[config.mk]
export PLATFORM = sky130hd
export DESIGN_NAME = ob_xlat
export DESIGN_NICKNAME = d
export VERILOG_FILES = /design/src/rtl/xlat_pkg.sv /design/src/rtl/xlat_regfile.sv /design/src/rtl/xlat_match.sv /design/src/rtl/xlat_prio.sv /design/src/rtl/ob_xlat.sv
export SDC_FILE = /design/constraint.sdc
export NUM_CORES = 2
export LEC_CHECK = 0
export ABC_AREA = 1
export BUFFER_PORTS_ARGS = -buffer_cell sky130_fd_sc_hd__buf_2
export CAP_MARGIN = 20
export CELL_PAD_IN_SITES_DETAIL_PLACEMENT = 2
export CELL_PAD_IN_SITES_GLOBAL_PLACEMENT = 2
export CORE_MARGIN = 8
export CORE_UTILIZATION = 36
export DETAILED_ROUTE_END_ITERATION = 8
export PLACE_DENSITY_LB_ADDON = 0.25
export SLEW_MARGIN = 20
export SYNTH_ARGS = -nofsm -noshare
export SYNTH_HDL_FRONTEND = slang
export SYNTH_SLANG_ARGS = --single-unit
[constraint.sdc]
create_clock -name clk -period 3.7 [get_ports clk]
set_input_delay 0.37 -clock clk [delete_from_list [all_inputs] [get_ports clk]]
set_output_delay 0.37 -clock clk [all_outputs]
set_load 0.01 [all_outputs]
[src/rtl/xlat_pkg.sv]
package xlat_pkg;
    localparam int WORD_W  = 32;
    localparam int ADDR_W  = 64;
    localparam int TYPE_W  = 3;
    localparam int REG_AW  = 12;

    localparam logic [REG_AW-1:0] OFS_SELECT   = 12'h900;
    localparam logic [REG_AW-1:0] OFS_KIND     = 12'h904;
    localparam logic [REG_AW-1:0] OFS_ENABLE   = 12'h908;
    localparam logic [REG_AW-1:0] OFS_START_LO = 12'h90C;
    localparam logic [REG_AW-1:0] OFS_START_HI = 12'h910;
    localparam logic [REG_AW-1:0] OFS_END_LO   = 12'h914;
    localparam logic [REG_AW-1:0] OFS_DEST_LO  = 12'h918;
    localparam logic [REG_AW-1:0] OFS_DEST_HI  = 12'h91C;

    localparam int DIR_BIT = 31;
    localparam int EN_BIT  = 31;

    typedef enum logic [TYPE_W-1:0] {
        KIND_MEM  = 3'd0,
        KIND_IO   = 3'd2,
        KIND_CFG0 = 3'd4,
        KIND_CFG1 = 3'd5
    } xkind_e;

    typedef struct packed {
        logic                en;
        logic [TYPE_W-1:0]   kind;
        logic [ADDR_W-1:0]   start;
        logic [WORD_W-1:0]   end_lo;
        logic [ADDR_W-1:0]   dest;
    } window_t;

    function automatic logic window_covers(window_t w, logic [ADDR_W-1:0] a);
        return w.en
            && (a[ADDR_W-1:WORD_W] == w.start[ADDR_W-1:WORD_W])
            && (a[WORD_W-1:0] >= w.start[WORD_W-1:0])
            && (a[WORD_W-1:0] <= w.end_lo);
    endfunction

    function automatic logic [ADDR_W-1:0] window_map(window_t w, logic [ADDR_W-1:0] a);
        return a - w.start + w.dest;
    endfunction
endpackage

[src/rtl/xlat_regfile.sv]
module xlat_regfile
    import xlat_pkg::*;
#(
    parameter int NUM_REGIONS = 4,
    parameter int IDX_W       = 2
) (
    input  logic                         clk,
    input  logic                         rst,
    input  logic                         wr_en,
    input  logic [REG_AW-1:2]            addr,
    input  logic [WORD_W-1:0]            wdata,
    output logic [WORD_W-1:0]            rdata,
    output window_t [NUM_REGIONS-1:0]    windows
);
    localparam logic [IDX_W:0] NUM_L = (IDX_W+1)'(NUM_REGIONS);

    logic                 sel_inbound;
    logic [IDX_W-1:0]     sel_index;
    window_t [NUM_REGIONS-1:0] win_q;
    logic [REG_AW-1:0]    ofs;
    logic                 sel_ok;
    window_t              cur;

    assign ofs    = {addr, 2'b00};
    assign sel_ok = !sel_inbound && ({1'b0, sel_index} < NUM_L);
    assign cur    = sel_ok ? win_q[sel_index] : '0;
    assign windows = win_q;

    always_ff @(posedge clk) begin
        if (rst) begin
            sel_inbound <= 1'b0;
            sel_index   <= '0;
            win_q       <= '0;
        end else if (wr_en) begin
            if (ofs == OFS_SELECT) begin
                sel_inbound <= wdata[DIR_BIT];
                sel_index   <= wdata[IDX_W-1:0];
            end else if (sel_ok) begin
                case (ofs)
                    OFS_KIND:     win_q[sel_index].kind   <= wdata[TYPE_W-1:0];
                    OFS_ENABLE:   win_q[sel_index].en     <= wdata[EN_BIT];
                    OFS_START_LO: win_q[sel_index].start[WORD_W-1:0]      <= wdata;
                    OFS_START_HI: win_q[sel_index].start[ADDR_W-1:WORD_W] <= wdata;
                    OFS_END_LO:   win_q[sel_index].end_lo <= wdata;
                    OFS_DEST_LO:  win_q[sel_index].dest[WORD_W-1:0]       <= wdata;
                    OFS_DEST_HI:  win_q[sel_index].dest[ADDR_W-1:WORD_W]  <= wdata;
                    default: ;
                endcase
            end
        end
    end

    always_comb begin
        rdata = '0;
        case (ofs)
            OFS_SELECT: begin
                rdata[DIR_BIT]     = sel_inbound;
                rdata[IDX_W-1:0]   = sel_index;
            end
            OFS_KIND:     rdata[TYPE_W-1:0] = cur.kind;
            OFS_ENABLE:   rdata[EN_BIT]     = cur.en;
            OFS_START_LO: rdata = cur.start[WORD_W-1:0];
            OFS_START_HI: rdata = cur.start[ADDR_W-1:WORD_W];
            OFS_END_LO:   rdata = cur.end_lo;
            OFS_DEST_LO:  rdata = cur.dest[WORD_W-1:0];
            OFS_DEST_HI:  rdata = cur.dest[ADDR_W-1:WORD_W];
            default:      rdata = '0;
        endcase
    end
endmodule

[src/rtl/xlat_match.sv]
module xlat_match
    import xlat_pkg::*;
#(
    parameter int NUM_REGIONS = 4
) (
    input  window_t [NUM_REGIONS-1:0]              windows,
    input  logic [ADDR_W-1:0]                      addr,
    output logic [NUM_REGIONS-1:0]                 cover_vec,
    output logic [NUM_REGIONS-1:0][ADDR_W-1:0]     mapped
);
    for (genvar g = 0; g < NUM_REGIONS; g++) begin : g_win
        assign cover_vec[g] = window_covers(windows[g], addr);
        assign mapped[g]    = window_map(windows[g], addr);
    end
endmodule

[src/rtl/xlat_prio.sv]
module xlat_prio #(
    parameter int NUM_REGIONS = 4,
    parameter int IDX_W       = 2
) (
    input  logic [NUM_REGIONS-1:0] req_vec,
    output logic [NUM_REGIONS-1:0] grant,
    output logic [IDX_W-1:0]       index,
    output logic                   any
);
    always_comb begin
        grant = '0;
        index = '0;
        for (int i = NUM_REGIONS - 1; i >= 0; i--) begin
            if (req_vec[i]) begin
                grant    = '0;
                grant[i] = 1'b1;
                index    = IDX_W'(i);
            end
        end
    end
    assign any = |req_vec;
endmodule

[src/rtl/ob_xlat.sv]
module ob_xlat
    import xlat_pkg::*;
#(
    parameter int NUM_REGIONS = 4,
    localparam int IDX_W = (NUM_REGIONS > 1) ? $clog2(NUM_REGIONS) : 1
) (
    input  logic                 clk,
    input  logic                 rst,
    input  logic                 reg_we,
    input  logic [REG_AW-1:2]    reg_addr,
    input  logic [WORD_W-1:0]    reg_wdata,
    output logic [WORD_W-1:0]    reg_rdata,
    input  logic                 req_valid,
    input  logic [ADDR_W-1:0]    req_addr,
    output logic                 rsp_valid,
    output logic                 rsp_hit,
    output logic [ADDR_W-1:0]    rsp_addr,
    output logic [TYPE_W-1:0]    rsp_type,
    output logic [IDX_W-1:0]     rsp_region
);
    window_t [NUM_REGIONS-1:0]            windows;
    logic [NUM_REGIONS-1:0]               cover_vec;
    logic [NUM_REGIONS-1:0][ADDR_W-1:0]   mapped;
    logic [NUM_REGIONS-1:0]               grant;
    logic [IDX_W-1:0]                     win_idx;
    logic                                 any_hit;
    logic [ADDR_W-1:0]                    sel_addr;
    logic [TYPE_W-1:0]                    sel_kind;

    xlat_regfile #(.NUM_REGIONS(NUM_REGIONS), .IDX_W(IDX_W)) u_regs (
        .clk(clk), .rst(rst), .wr_en(reg_we), .addr(reg_addr),
        .wdata(reg_wdata), .rdata(reg_rdata), .windows(windows)
    );

    xlat_match #(.NUM_REGIONS(NUM_REGIONS)) u_match (
        .windows(windows), .addr(req_addr),
        .cover_vec(cover_vec), .mapped(mapped)
    );

    xlat_prio #(.NUM_REGIONS(NUM_REGIONS), .IDX_W(IDX_W)) u_prio (
        .req_vec(cover_vec), .grant(grant), .index(win_idx), .any(any_hit)
    );

    always_comb begin
        sel_addr = any_hit ? '0 : req_addr;
        sel_kind = '0;
        for (int i = 0; i < NUM_REGIONS; i++) begin
            sel_addr = sel_addr | ({ADDR_W{grant[i]}} & mapped[i]);
            sel_kind = sel_kind | ({TYPE_W{grant[i]}} & windows[i].kind);
        end
    end

    always_ff @(posedge clk) begin
        if (rst) begin
            rsp_valid  <= 1'b0;
            rsp_hit    <= 1'b0;
            rsp_addr   <= '0;
            rsp_type   <= '0;
            rsp_region <= '0;
        end else begin
            rsp_valid <= req_valid;
            if (req_valid) begin
                rsp_hit    <= any_hit;
                rsp_addr   <= sel_addr;
                rsp_type   <= sel_kind;
                rsp_region <= win_idx;
            end
        end
    end
endmodule

==> results of run 1 <==
## Yosys cell counts (36+ instances only)
library cell and n:
nand2_1 2100, inv_1 1932, a21oi_1 1350, nor2_1 966, dfxtp_1 730, ha_1 636, o2111ai_1 522, o21ai_0 506
nand3_1 411, clkbuf_1 336, fa_1 252, o22ai_1 213, nand4_1 131, nor3_1 96, buf_2 93, xnor2_1 84
xor2_1 64, a21o_1 44, a31oi_1 42, o21bai_1 39, a22oi_1 36, buf_4 36, o211ai_1 36
## kinds of logic after synthesis
kind of cell,count (synthesis)
buffers and inverters,2456
XOR/XNOR,149
flip-flops,730
adder cells (fa/ha/maj),888
AO/OA/AOI/OAI,2911
AND/OR/NAND/NOR,3816
## metrics by stage
stage,hold WS [ns],instances,TNS [ns]
3_3_place_gp,0.446,15600,-35.14
2_1_floorplan,0.440,11000,0
==> metrics.cfg, run 1 <==
[place]
dp_hpwl_um=535000
gp_congestion=1.16
port_buffers=212

[status]
status=stopped before the end
first-error=[ERROR DPL-0033] detailed placement checks failed during check placement.
haltStage=detailed placement (3_5_place_dp)

[floorplan]
start_util_pct=36.1
dieHeight_um=463
row_count=164
ios=213
die_w_um=463

[synthesis]
synth_nets=11900
ys_ff_latch=730
ys_types=59
synth_area_per_cell_um2=6.56
synthAdderAreaFrac_pct=18.1
synth_area_leaders=dfxtp_1, ha_1, nand2_1
async_flop_share_pct=0
ys.warnings.count=0
yosys.area_share.simple_pct=21.8
synth_top_family_by_area=compound AO/OA/AOI/OAI gates
ys.flop_type=dfxtp_1
yosysTopAreaCell=dfxtp_1
synth-edff-count=0
ys_seq_area_share_pct=20.4
synthMuxAreaShare_pct=0
synth_top_area_share_pct=20.4
synth_compound_area_share_pct=24.6
netlist_area_um2=71800
synthXorXnorAreaFrac_pct=1.83
syn-instance-count=11000

==> inputs of run 2 (changes only) <==
- CELL_PAD_IN_SITES_DETAIL_PLACEMENT: 2 -> not set
- CELL_PAD_IN_SITES_GLOBAL_PLACEMENT: 2 -> not set
- CORE_UTILIZATION: 36 -> 40
- PLACE_DENSITY_LB_ADDON: 0.25 -> 0.15
==> run 2 against run 1 <==
The flow now finishes, with violations (DRC, setup timing). Area after synthesis did not move. Synthesized cell count did not move.
==> metrics.cfg, run 2 <==
[routing]
drc=20
first_pass_iters=9
vias=94900
wl_per_cell_um=32.8
ant_nets=0
drt-initial-drc-count=16100
wirelength_um=507000
vias_per_cell=6.14

[synthesis]
netlist_area_um2=71800  ; unchanged
ys.flop_type=dfxtp_1  ; unchanged
yosysTopAreaCell=dfxtp_1  ; unchanged
ys.warnings.count=0  ; unchanged
synth-edff-count=0  ; unchanged
ys_seq_area_share_pct=20.4  ; unchanged
synth_most_common_cell=nand2_1  ; unchanged
async_flop_share_pct=0  ; unchanged
synth_top_area_share_pct=20.4  ; unchanged
synthTopCellsByCount=nand2_1, inv_1, a21oi_1  ; unchanged
ys_types=59  ; unchanged
ys_ff_latch=730  ; unchanged
synth_area_per_cell_um2=6.56  ; unchanged
synth_area_leaders=dfxtp_1, ha_1, nand2_1  ; unchanged
syn-instance-count=11000  ; unchanged
synth_nets=11900  ; unchanged

[clock_network]
cts_buffers=93
clock_sinks=730
insertion_delay_ns=0.81
cts_buffer_depth=3
cts_tree=yes
cts_max_level=3
clk_pin_slew_ns=0.07
cts_root_buf=clkbuf_16

[critical_path]
rr_worst_depth=18
timing.critical_path.max_delay_family=simple AND/OR/NAND/NOR gates
r2r_setup_slack_ns=-0.15
cp-end-kind=flip-flop
crit_path_start_kind=flip-flop
reg2reg_to=rsp_addr[49]
crit_top_cell=nand2_1
path_buf_inv=4
worstPathRequired_ns=4.39
cp_cell_sequence=inv_1 > fa_1 > inv_1 > ha_1 > nand2_1 > nand2_1 > a21oi_4 > buf_6 > o21ai_2 > buf_4 > nand2_1 > nand2_1 > a21oi_1 > nand3_1 > nand4_1 > nand4_1 > nor2_4 > a21oi_1
path_max_fanout=3
critPathMaxStageDelay_ns=0.53
arrival_ns=4.54
worst_path_max_delay_cell=fa_1
critPathKind=reg -> reg

[status]
status=finished, violations left  ; was stopped before the end
violations=DRC, setup timing

[pwr]
p_seq_share_pct=29.0
intPower_mw=17.5
p_per_area_nw_per_um2=278
combPwrFrac_pct=33.6
irDropWorstVdd_uv=358
switchingPower_mw=10.0
p_clk_share_pct=37.4
leakagePower_nw=42.3
p_sw_share_pct=36.5

[timing]
fin_crit_sh_pct=104
setup_viol=20
hold_viol=0
hold_ws_ns=0.0471
fmax_mhz=260
period_needed_ns=3.85
relSlewSlack_pct=6.32
setup_tns_ns=-1.10
max_slew.worst_pin.slew_ns=1.41
setup_ws_ns=-0.149
rsz0062_at_grt=yes
fin_worst_skew_ns=0.0544
slew_violations=0

[global_route]
grt_pass1_vias=87100
grt_max_degree=204
track_usage_pct=49.7
antenna_found_initial=69
grt_pass1_wl_um=680000
grt.overflow.total=0

[floorplan]
die-area_um2=193000
dieHeight_um=440  ; was 463 um
ios=213  ; unchanged
die_w_um=440  ; was 463 um
start_util_pct=40.2  ; was 36.1%
core_um2=178000
row_count=155  ; was 164

[hold_path]
hold_class=in -> reg
whs_path_depth=4
min-delay-start=reg_we
whs_endpoint=u_regs.sel_inbound

[cells_and_area]
final_cell_mix=buf_4, nand2_1, inv_1
fin_util_pct=55.4
fin_area_um2=98800
fin_nets=14000
drive_gt1_share_pct=24.9
area.growth.synth_to_final_pct=37.6
layout_commonest_cell=buf_4

[place]
gp_congestion=1.24  ; was 1.16
placed_cell_area_um2=92200
dp_hpwl_um=416000  ; was 535000 um
port_buffers=212  ; unchanged

[flow_run]
maxCapViolations=0

run 2: cell counts after synthesis:
Identical to the previous run, type by type.
run 2: worst max-delay path by stage:
stage | slack, ns | to | startpoint | cells after the start
after floorplan | 0.56 | rsp_addr[34] | req_addr[1] | 19
after global placement | -1.03 | rsp_addr[46] | req_addr[9] | 21
after detailed placement | -1.01 | rsp_addr[46] | req_addr[9] | 21
after CTS | -0.01 | rsp_addr[52] | flip-flop | 20
after global routing | -0.19 | rsp_addr[59] | flip-flop | 22
final | -0.15 | rsp_addr[49] | flip-flop | 18
run 2: power by group through the flow:
stage	clock (mW)	combinational, mW	sequential, mW
2_1_floorplan	0	3.22	8.13
3_3_place_gp	0	8.27	8.14
3_5_place_dp	0	8.29	8.15
4_1_cts	10.2	8.49	7.97
5_1_grt	10.5	9.50	7.97
6_report	10.3	9.24	7.97
run 2: routing by layer:
| metal | vias up | track usage (%) | part of all wire [%] |
|---|---|---|---|
| met2 | 7464 | 67.1 | 38 |
| met3 | 1634 | 21.2 | 16 |
| met4 | 20 | 38.3 | 10 |
| met1 | 45100 | 61.6 | 36 |
| met5 | - | 0 | 0.026 |
| li1 | 40700 | - | - |
run 2: final cells by class:
class,count,area [um^2]
multi-input combinational,7764,50400
tap,2355,2950
antenna,42,105
clock buffer,129,2690
timing repair buffer,2454,20000
fill,17700,79600
inverter,1951,7380
sequential,730,14600
clock inverter,41,609
run 2: worst min-delay path: stages:
cell and delay (ns):
buf_2 0.08, inv_1 0.10, nor3_1 0.19, nor2_1 0.07
run 2: repair_timing:
action                                  CTS  global route
resized for setup                       297           513
buffers inserted                          5            13
gates cloned                              2             2
pin swaps                                29            90
hold buffers                              5             0
hold endpoints to repair                 44             0
endpoints found under the setup margin   85            82
run 2: cells by family (layout without fill, tap and decap cells):
kind of cell / after synthesis / in the layout / share of synthesized area [%]
other: 0 / 42 / 0
buffers and inverters: 2456 / 4575 / 13.3
xor gates and xnor gates: 149 / 149 / 1.83
DFF: 730 / 730 / 20.4
adders and majority gates: 888 / 888 / 18.1
and+or+nand+nor: 3816 / 3816 / 21.8
AOI/OAI and AO/OA: 2911 / 2911 / 24.6
run 2: metrics by stage:
step                instances  worst slack (ns)  power [mW]
floorplan               11000             0.564        11.3
detailed placement      15200             -1.01        16.4
CTS                     15400           -0.0134        26.7
global placement        15200             -1.03        16.4
global route            15400            -0.190        28.0
finish                  15500            -0.149        27.5
(Power assumes the default switching activity.)
